===== src/rtl/exc_seq_pkg.sv =====
package exc_seq_pkg;
    localparam int XLEN   = 32;
    localparam int SR_W   = 16;
    localparam int VEC_W  = 8;
    localparam int LVL_W  = 3;
    localparam int TYPE_W = 4;

    // status register bit positions
    localparam int SR_TRACE = 15;
    localparam int SR_SUPV  = 13;
    localparam int SR_MSTR  = 12;
    localparam int SR_IPL   = 8;

    // exception type codes
    localparam logic [TYPE_W-1:0] EXC_ACCESS  = 4'd0;
    localparam logic [TYPE_W-1:0] EXC_ADDRESS = 4'd1;
    localparam logic [TYPE_W-1:0] EXC_ILLEGAL = 4'd2;
    localparam logic [TYPE_W-1:0] EXC_DIVZERO = 4'd3;
    localparam logic [TYPE_W-1:0] EXC_PRIV    = 4'd4;
    localparam logic [TYPE_W-1:0] EXC_TRACE   = 4'd5;
    localparam logic [TYPE_W-1:0] EXC_IRQ     = 4'd6;
    localparam logic [TYPE_W-1:0] EXC_FORMAT  = 4'd7;

    typedef enum logic [2:0] {
        ST_IDLE,
        ST_SR_ADJ,
        ST_IACK,
        ST_PUSH_FMT,
        ST_PUSH_PC,
        ST_VEC_RD,
        ST_START,
        ST_HALT
    } seq_state_t;
endpackage


===== src/rtl/exc_vec_map.sv =====
module exc_vec_map
    import exc_seq_pkg::*;
(
    input  logic [TYPE_W-1:0] exc_type,
    output logic [VEC_W-1:0]  vec_num,
    output logic              use_next_pc,
    output logic              is_irq
);
    localparam logic [VEC_W-1:0] TRAP_BASE = 8'd32;

    always_comb begin
        is_irq      = 1'b0;
        use_next_pc = 1'b0;
        vec_num     = '0;
        if (exc_type[TYPE_W-1]) begin
            vec_num     = TRAP_BASE + VEC_W'(exc_type[TYPE_W-2:0]);
            use_next_pc = 1'b1;
        end else begin
            unique case (exc_type)
                EXC_ACCESS:  vec_num = 8'd2;
                EXC_ADDRESS: vec_num = 8'd3;
                EXC_ILLEGAL: vec_num = 8'd4;
                EXC_DIVZERO: vec_num = 8'd5;
                EXC_PRIV:    vec_num = 8'd8;
                EXC_TRACE: begin
                    vec_num     = 8'd9;
                    use_next_pc = 1'b1;
                end
                EXC_IRQ: begin
                    is_irq      = 1'b1;
                    use_next_pc = 1'b1;
                end
                EXC_FORMAT:  vec_num = 8'd14;
                default:     vec_num = 8'd4;
            endcase
        end
    end
endmodule


===== src/rtl/exc_sr_update.sv =====
module exc_sr_update
    import exc_seq_pkg::*;
(
    input  logic [SR_W-1:0]  sr_old,
    input  logic             is_irq,
    input  logic [LVL_W-1:0] level,
    output logic [SR_W-1:0]  sr_new
);
    always_comb begin
        sr_new           = sr_old;
        sr_new[SR_TRACE] = 1'b0;
        sr_new[SR_SUPV]  = 1'b1;
        if (is_irq) begin
            sr_new[SR_MSTR]                 = 1'b0;
            sr_new[SR_IPL +: LVL_W]         = level;
        end
    end
endmodule


===== src/rtl/exc_entry_seq.sv =====
module exc_entry_seq
    import exc_seq_pkg::*;
#(
    parameter logic [XLEN-1:0] IACK_BASE = 32'hFFFF_FFE0,
    parameter logic [3:0]      FRAME_FMT = 4'h4,
    parameter int              VBR_KEEP  = 12
) (
    input  logic              clk,
    input  logic              rst_n,
    input  logic              req_valid,
    input  logic [TYPE_W-1:0] req_type,
    input  logic [LVL_W-1:0]  irq_level,
    input  logic [SR_W-1:0]   sr_in,
    input  logic [XLEN-1:0]   pc_fault,
    input  logic [XLEN-1:0]   pc_next,
    input  logic [XLEN-1:0]   sp_in,
    input  logic [XLEN-1:0]   vbr_in,
    output logic              bus_req,
    output logic              bus_we,
    output logic              bus_iack,
    output logic [XLEN-1:0]   bus_addr,
    output logic [XLEN-1:0]   bus_wdata,
    input  logic [XLEN-1:0]   bus_rdata,
    input  logic              bus_ack,
    input  logic              bus_err,
    output logic              busy,
    output logic [SR_W-1:0]   sr_out,
    output logic [XLEN-1:0]   sp_out,
    output logic [XLEN-1:0]   handler_pc,
    output logic              handler_start,
    output logic              halt
);
    localparam int VBR_LOW = XLEN - VBR_KEEP;
    localparam int PAD_W   = VBR_LOW - VEC_W - 2;

    seq_state_t state_q, state_d;

    logic [VEC_W-1:0]  map_vec;
    logic              map_next, map_irq;
    logic [SR_W-1:0]   sr_adj;

    logic              irq_q;
    logic [LVL_W-1:0]  lvl_q;
    logic [SR_W-1:0]   sr_save_q;
    logic [XLEN-1:0]   pc_q;
    logic [XLEN-1:0]   sp_al_q;
    logic [VBR_KEEP-1:0] vbr_q;
    logic [VEC_W-1:0]  vec_q;
    logic [SR_W-1:0]   sr_q;
    logic [XLEN-1:0]   sp_q;
    logic [XLEN-1:0]   hpc_q;

    logic              accept;
    logic              done_ok;

    exc_vec_map u_map (
        .exc_type    (req_type),
        .vec_num     (map_vec),
        .use_next_pc (map_next),
        .is_irq      (map_irq)
    );

    exc_sr_update u_sr (
        .sr_old (sr_save_q),
        .is_irq (irq_q),
        .level  (lvl_q),
        .sr_new (sr_adj)
    );

    assign accept  = (state_q == ST_IDLE) && req_valid;
    assign done_ok = bus_req && bus_ack && !bus_err;

    // next state
    always_comb begin
        state_d = state_q;
        unique case (state_q)
            ST_IDLE:     if (req_valid) state_d = ST_SR_ADJ;
            ST_SR_ADJ:   state_d = irq_q ? ST_IACK : ST_PUSH_FMT;
            ST_IACK:     if (bus_err) state_d = ST_HALT;
                         else if (bus_ack) state_d = ST_PUSH_FMT;
            ST_PUSH_FMT: if (bus_err) state_d = ST_HALT;
                         else if (bus_ack) state_d = ST_PUSH_PC;
            ST_PUSH_PC:  if (bus_err) state_d = ST_HALT;
                         else if (bus_ack) state_d = ST_VEC_RD;
            ST_VEC_RD:   if (bus_err) state_d = ST_HALT;
                         else if (bus_ack) state_d = ST_START;
            ST_START:    state_d = ST_IDLE;
            ST_HALT:     state_d = ST_HALT;
            default:     state_d = ST_HALT;
        endcase
    end

    // state register
    always_ff @(posedge clk) begin
        if (!rst_n) state_q <= ST_IDLE;
        else        state_q <= state_d;
    end

    // captured context and results
    always_ff @(posedge clk) begin
        if (!rst_n) begin
            irq_q     <= 1'b0;
            lvl_q     <= '0;
            sr_save_q <= '0;
            pc_q      <= '0;
            sp_al_q   <= '0;
            vbr_q     <= '0;
            vec_q     <= '0;
            sr_q      <= '0;
            sp_q      <= '0;
            hpc_q     <= '0;
        end else begin
            if (accept) begin
                irq_q     <= map_irq;
                lvl_q     <= irq_level;
                sr_save_q <= sr_in;
                pc_q      <= map_next ? pc_next : pc_fault;
                sp_al_q   <= {sp_in[XLEN-1:2], 2'b00};
                vbr_q     <= vbr_in[XLEN-1 -: VBR_KEEP];
                vec_q     <= map_vec;
            end
            if (state_q == ST_SR_ADJ) sr_q <= sr_adj;
            if (state_q == ST_IACK && done_ok) vec_q <= bus_rdata[VEC_W-1:0];
            if (state_q == ST_PUSH_PC && done_ok) sp_q <= sp_al_q - XLEN'(8);
            if (state_q == ST_VEC_RD && done_ok) hpc_q <= bus_rdata;
        end
    end

    // outputs
    always_comb begin
        bus_req       = 1'b0;
        bus_we        = 1'b0;
        bus_iack      = 1'b0;
        bus_addr      = '0;
        bus_wdata     = '0;
        handler_start = 1'b0;
        halt          = 1'b0;
        busy          = (state_q != ST_IDLE);
        unique case (state_q)
            ST_IACK: begin
                bus_req  = 1'b1;
                bus_iack = 1'b1;
                bus_addr = IACK_BASE | {{(XLEN-LVL_W-2){1'b0}}, lvl_q, 2'b00};
            end
            ST_PUSH_FMT: begin
                bus_req   = 1'b1;
                bus_we    = 1'b1;
                bus_addr  = sp_al_q - XLEN'(8);
                bus_wdata = {FRAME_FMT, 2'b00, vec_q, 2'b00, sr_save_q};
            end
            ST_PUSH_PC: begin
                bus_req   = 1'b1;
                bus_we    = 1'b1;
                bus_addr  = sp_al_q - XLEN'(4);
                bus_wdata = pc_q;
            end
            ST_VEC_RD: begin
                bus_req  = 1'b1;
                bus_addr = {vbr_q, {PAD_W{1'b0}}, vec_q, 2'b00};
            end
            ST_START: handler_start = 1'b1;
            ST_HALT:  halt = 1'b1;
            default: ;
        endcase
    end

    assign sr_out     = sr_q;
    assign sp_out     = sp_q;
    assign handler_pc = hpc_q;


    start_pulse_chk: assert property (@(posedge clk) disable iff (!rst_n)
        handler_start |=> !handler_start && !busy);


    halt_sticky_chk: assert property (@(posedge clk) disable iff (!rst_n)
        halt |=> halt && !bus_req && !handler_start);


    bus_hold_chk: assert property (@(posedge clk) disable iff (!rst_n)
        (bus_req && !bus_ack && !bus_err) |=>
            (bus_req && $stable(bus_addr) && $stable(bus_we) && $stable(bus_wdata)));


    write_align_chk: assert property (@(posedge clk) disable iff (!rst_n)
        (bus_req && bus_we) |-> (bus_addr[1:0] == 2'b00));


    iack_read_chk: assert property (@(posedge clk) disable iff (!rst_n)
        bus_iack |-> (bus_req && !bus_we));


    start_super_chk: assert property (@(posedge clk) disable iff (!rst_n)
        handler_start |-> (sr_out[SR_SUPV] && !sr_out[SR_TRACE]));
endmodule


===== config.mk =====
export PLATFORM = sky130hd
export DESIGN_NAME = exc_entry_seq
export DESIGN_NICKNAME = d
export VERILOG_FILES = /design/src/rtl/exc_seq_pkg.sv /design/src/rtl/exc_vec_map.sv /design/src/rtl/exc_sr_update.sv /design/src/rtl/exc_entry_seq.sv
export SDC_FILE = /design/constraint.sdc
export NUM_CORES = 1
export LEC_CHECK = 0
export BUFFER_PORTS_ARGS = -buffer_cell sky130_fd_sc_hd__buf_2
export CORE_ASPECT_RATIO = 0.8
export CORE_MARGIN = 2
export CORE_UTILIZATION = 30
export CTS_CLUSTER_SIZE = 20
export DETAILED_ROUTE_END_ITERATION = 12
export PLACE_DENSITY = 0.62
export RECOVER_POWER = 50
export SLEW_MARGIN = 20
export SYNTH_ARGS = -nofsm -noshare
export SYNTH_HDL_FRONTEND = slang
export SYNTH_SLANG_ARGS = --single-unit

===== constraint.sdc =====
create_clock -name clk -period 1.96 [get_ports clk]
set_clock_uncertainty 0.1 [all_clocks]
set_input_delay 0.196 -clock clk [delete_from_list [all_inputs] [get_ports clk]]
set_output_delay 0.196 -clock clk [all_outputs]
set_load 0.1 [all_outputs]

# After elaboration in Yosys (flattened, before gate mapping)
# Cells that the tools add are included.
[word_totals]
ff_bits = 184
inputBits = 188
[op_classes]
n_addsub = 3
n_eq_ne = 18
mux = 29
n_reduce_logical = 15
[op_table]
columns = ["cell", "count"]
rows = [
  ["$pmux 32 s4", 1],
  ["$pmux 32 s2", 1],
  ["$mux 32", 1],
  ["$sub 32x3->32 const B", 1],
  ["$sub 32x4->32 const B", 1],
  ["$mux 3", 10],
  ["$pmux 4 s7", 1],
  ["$mux 8", 3],
  ["$pmux 3 s8", 1],
  ["$eq 4x3->1 const B", 4],
  ["$eq 3x3->1 const B", 4],
  ["$ne 3x3->1 const B", 4],
  ["$mux 1", 11],
  ["$add 6x3->7 const A", 1],
  ["$eq 3x2->1 const B", 2],
  ["$logic_and 1x1->1", 6],
  ["$reduce_and 5->1", 1],
  ["$eq 4x1->1 const B", 1],
  ["$eq 4x2->1 const B", 1],
  ["$logic_not 4->1", 1],
  ["$reduce_or 2->1", 2],
  ["$reduce_or 4->1", 1],
  ["$eq 3x1->1 const B", 1],
  ["$logic_not 3->1", 1],
  ["4 further kinds", 4],
]

# Longest topological paths before layout
[logic_depth]
ltp_word = 7
mapped_depth = 8
depth_no_buf = 7

# Modules after synthesis
# Synthesis repeated with hierarchy kept, for this count alone.
[unflattened]
hier_cells = 1191
hier_area_um2 = 9132.5
[modules_own_cells]
columns = ["mod", "n_inst", "cells_each", "area_per_inst_um2", "seq_area_each_um2"]
rows = [
  ["exc_entry_seq", 1, 1154, 8868.5, 3663.5],
  ["exc_sr_update", 1, 18, 140.1, 0.0],
  ["exc_vec_map", 1, 19, 123.9, 0.0],
]

# Worst setup path after synthesis
# Ideal clock, no wire load.
[synth_timing]
kind = "reg-to-output"
startpoint = "reg sp_al_q[15]"
endpoint = "out bus_addr[25]"
arrival_time_ps = 3824
required_ps = 1664
slack_ps = -2160
path_stages_with_launch = 7
n_path_buf = 1
path_cell_list = "dfxtp_1 buf_6 or4_4 or3_4 nor3_2 a21oi_1 o31ai_1"
[synth_between]
elab_chain_cells = 2
elab_cells_between_ends = 3
cone_classes = "2 x add/sub; 1 x mux"
[synth_lines]
columns = ["item", "line", "source"]
rows = [
  ["start, declared", "exc_entry_seq.sv:46", "logic [XLEN-1:0] sp_al_q;"],
  ["start signal, assigned", "exc_entry_seq.sv:118", "sp_al_q <= {sp_in[XLEN-1:2], 2'b00};"],
  ["$sub 32x3->32 / $sub 32x4->32 (equally long branches)", "exc_entry_seq.sv:154, exc_entry_seq.sv:148", ""],
  ["$pmux 32 s4 *", "exc_entry_seq.sv:139", "unique case (state_q)"],
  ["end, declared", "exc_entry_seq.sv:21", "output logic [XLEN-1:0] bus_addr,"],
]
# Every way passes the cells marked *; elsewhere a longest branch is shown, timed or not.

# Worst setup path in the final report
[layout_timing]
startpoint = "reg sp_al_q[16]"
endpoint = "out bus_addr[27]"
# Same word-level chain as after synthesis.

==> results.json <==
{
  "die_w_um": 196,
  "power.density_nw_per_um2": 959,
  "tightest_slew_ns": 0.605,
  "cts_tree": "built",
  "synth_fa_ha_area_share_pct": 0.396,
  "wl_per_cell_um": 18.9,
  "synthSimpleGateAreaFrac_pct": 22.2,
  "htreeDepth": 4,
  "power_mw": 16.1,
  "ys_seq_area_share_pct": 41.2,
  "yosys-top-cells-area": "dfxtp_1, nand2_1, a21oi_1",
  "yosysTopAreaCellShare_pct": 41.2,
  "critPathKind": "reg2out",
  "reg2reg_depth": 9,
  "post-route-util_pct": 57.5,
  "vias": 10700,
  "critPathArrivalTime_ns": 2.53,
  "cp.required_ns": 1.66,
  "p_leak_nw": 6.97,
  "synth_most_common_cell": "nand2_1",
  "hold-path-endpoint": "pc_q[25]",
  "drive_gt1_share_pct": 43.1,
  "grt_max_degree": 101,
  "ios": 338,
  "track_usage_pct": 24.2,
  "worstSetupEndpointType": "output port",
  "start_util_pct": 30.4,
  "synth_ff_type": "dfxtp_1",
  "rsz0062_at_grt": "true",
  "route.detailed.drc": 0,
  "grt_pass1_vias": 10600,
  "area_growth_pct": 89.5,
  "reg2reg_to": "sp_out[21]",
  "root_buffer": "clkbuf_16",
  "ant_nets": 0,
  "fp.dieH_um": 158,
  "crit_family": "buffers and inverters",
  "setup_viol": 104,
  "io_buffers": 310,
  "clkTransAtPathRegs_ns": 0.08,
  "clk_path_buf_depth": 2,
  "synthTopCellsByCount": "nand2_1, dfxtp_1, a21oi_1",
  "ir_drop_v": 0.000618,
  "design.core.area_um2": 29100,
  "crit_top_cell": "buf_6",
  "hold_start": "pc_fault[25]",
  "max_cap_violations": 0,
  "routed_wl_um": 39500,
  "routabilityCongestion": 0.880,
  "cts_buffers": 17,
  "path_cells": "buf_6 > buf_6 > nor4_4 > buf_4 > nand4b_1 > buf_6 > nor3_4 > o211ai_1 > a32oi_4 > buf_12",
  "worstPathMaxFanout": 3,
  "clk_latency_ns": 0.45,
  "synth.distinct_cells": 67,
  "n_fill_cell": 2413,
  "hold_class": "in2reg",
  "ys_async_sr_fraction_pct": 0,
  "hold_viol": 0,
  "fin_nets": 1885,
  "avgViaCountPerCell": 5.14,
  "setup_ws_ns": -0.865,
  "synth_edf_count": 0,
  "hold_depth": 3,
  "status": "complete, but fails checks",
  "synthesis.area_um2": 8850,
  "synth_mux_area_share_pct": 4.30,
  "slowest_delay_ns": 0.33,
  "violations": "negative setup slack",
  "dp_hpwl_um": 25900,
  "rrSetupSlack_ns": -0.20,
  "grt_pass1_wl_um": 57900,
  "die-area_um2": 30900,
  "avgSynthCellArea_um2": 7.85,
  "synth_xor_area_share_pct": 3.46,
  "grt_overflow_total": 0,
  "firstDrtPassIters": 5,
  "synth_compound_area_share_pct": 23.0,
  "synth_top_family_by_area": "compound AO/OA/AOI/OAI gates",
  "multiInputGateArea_um2": 5970,
  "stdcell_count": 2088,
  "yosys.area.top_type": "dfxtp_1",
  "dp_cells": 1863,
  "slew_violations": 0,
  "period_minus_slack_ns": 2.83,
  "antenna_found_initial": 3,
  "yosysWarningCount": 0,
  "final-seq-area_um2": 3670,
  "r2r-start": "sp_al_q[16]",
  "crit_path_start_kind": "flop",
  "cts.sinks": 182,
  "max_freq_mhz": 354,
  "ys_seq_elements": 182,
  "num_rows": 56,
  "finalCritPeriodShare_pct": 144,
  "detail_route.iter0.violations": 593,
  "synthCells": 1128,
  "slew_headroom_pct": 59.8,
  "cpMaxStageDelayCell": "dfxtp_2",
  "crit_buf_inv": 5
}
## report_power, final
group | switching [mW] | internal, mW
Combinational | 4.72 | 3.50
Clock | 1.89 | 1.77
Sequential | 0.239 | 3.97
Total | 6.85 | 9.24
## routing by layer
metal / wire [um] / vias up / global-route usage [%]
met2: 19100 / 389 / 40.9
li1: - / 5091 / -
met4: 1200 / 0 / 9.67
met1: 16700 / 5157 / 30.0
met5: 0 / - / 0
met3: 2590 / 86 / 5.71
## cells by family (layout without fill, tap and decap cells)
group,count (synthesis),count (layout)
mux,38,38
other cells,1,8
buf+inv,116,690
flops,182,182
fa+ha+maj,3,3
simple gates,421,423
xor+xnor,35,35
compound gates,332,332
## worst max path at each step
| stage | startpoint | end | slack, ns | cells after the start |
|---|---|---|---|---|
| 3_3_place_gp | sp_al_q[3] | bus_addr[22] | -0.35 | 6 |
| 5_1_grt | sp_al_q[8] | bus_addr[22] | -0.97 | 6 |
| 6_report | sp_al_q[16] | bus_addr[27] | -0.87 | 10 |
| 4_1_cts | sp_al_q[8] | bus_addr[22] | -0.84 | 6 |
| 3_5_place_dp | sp_al_q[3] | bus_addr[22] | -0.37 | 6 |
| 2_1_floorplan | sp_al_q[16] | bus_addr[30] | -1.31 | 6 |
## final cells by class
type,count,share of cell area (%)
sequential,182,21.9
inverter,14,0.380
clock buffer,17,2.54
multi-input combinational,836,35.6
clock inverter,15,1.12
tap,377,2.81
antenna,3,0.0448
timing repair buffer,644,35.7
## layout by cell type, fill, tap and decap left out, drive strengths merged, types with 11 or more instances in the layout
cell and instances:
nand3 15, dlygate4sd3 130, o21ai 43, clkbuf 105, dfxtp 182, buf 426, xnor2 23, a22o 26
nor2 74, nor3 20, and2 11, a211oi 46, mux2i 38, a21oi 165, nand2 245, xor2 12
inv 24
## through the flow
stage | hold slack, ns | setup TNS, ns | setup slack, ns | cell area (um2)
floorplan | 0.222 | -12.97 | -1.31 | 9700
detailed placement | 0.343 | -7.68 | -0.368 | 13600
global route | 0.0105 | -47.75 | -0.967 | 16800
CTS | 0.00361 | -32.48 | -0.839 | 16400
global placement | 0.337 | -7.01 | -0.351 | 13600
finish | 0.00670 | -35.06 | -0.865 | 16800
## state kept, by name (all words and copies together) (netlist names)
register,cells
lvl_q,3
vbr_q,12
irq_q,1
sp_al_q,30
sp_out,30
handler_pc,32
state_q,3
pc_q,32
sr_save_q,16
sr_out,15
vec_q,8
## timing repair
action / CTS / global route
cloned: 6 / 4
resized for setup: 104 / 75
endpoints found under the hold margin: 120 / 0
setup buffers: 36 / 25
hold buffers: 130 / 0
endpoints found under the setup margin: 78 / 138
pin swaps: 49 / 63
## worst reg2reg max path, stage by stage (launching register included)
cell     delay [ns]
dfxtp_2        0.33
or4_4          0.55
or3_4          0.39
buf_6          0.14
nor2_4         0.12
buf_6          0.11
buf_6          0.08
buf_6          0.08
xnor2_2        0.09
a21oi_1        0.07
(Power assumes the default switching activity.)
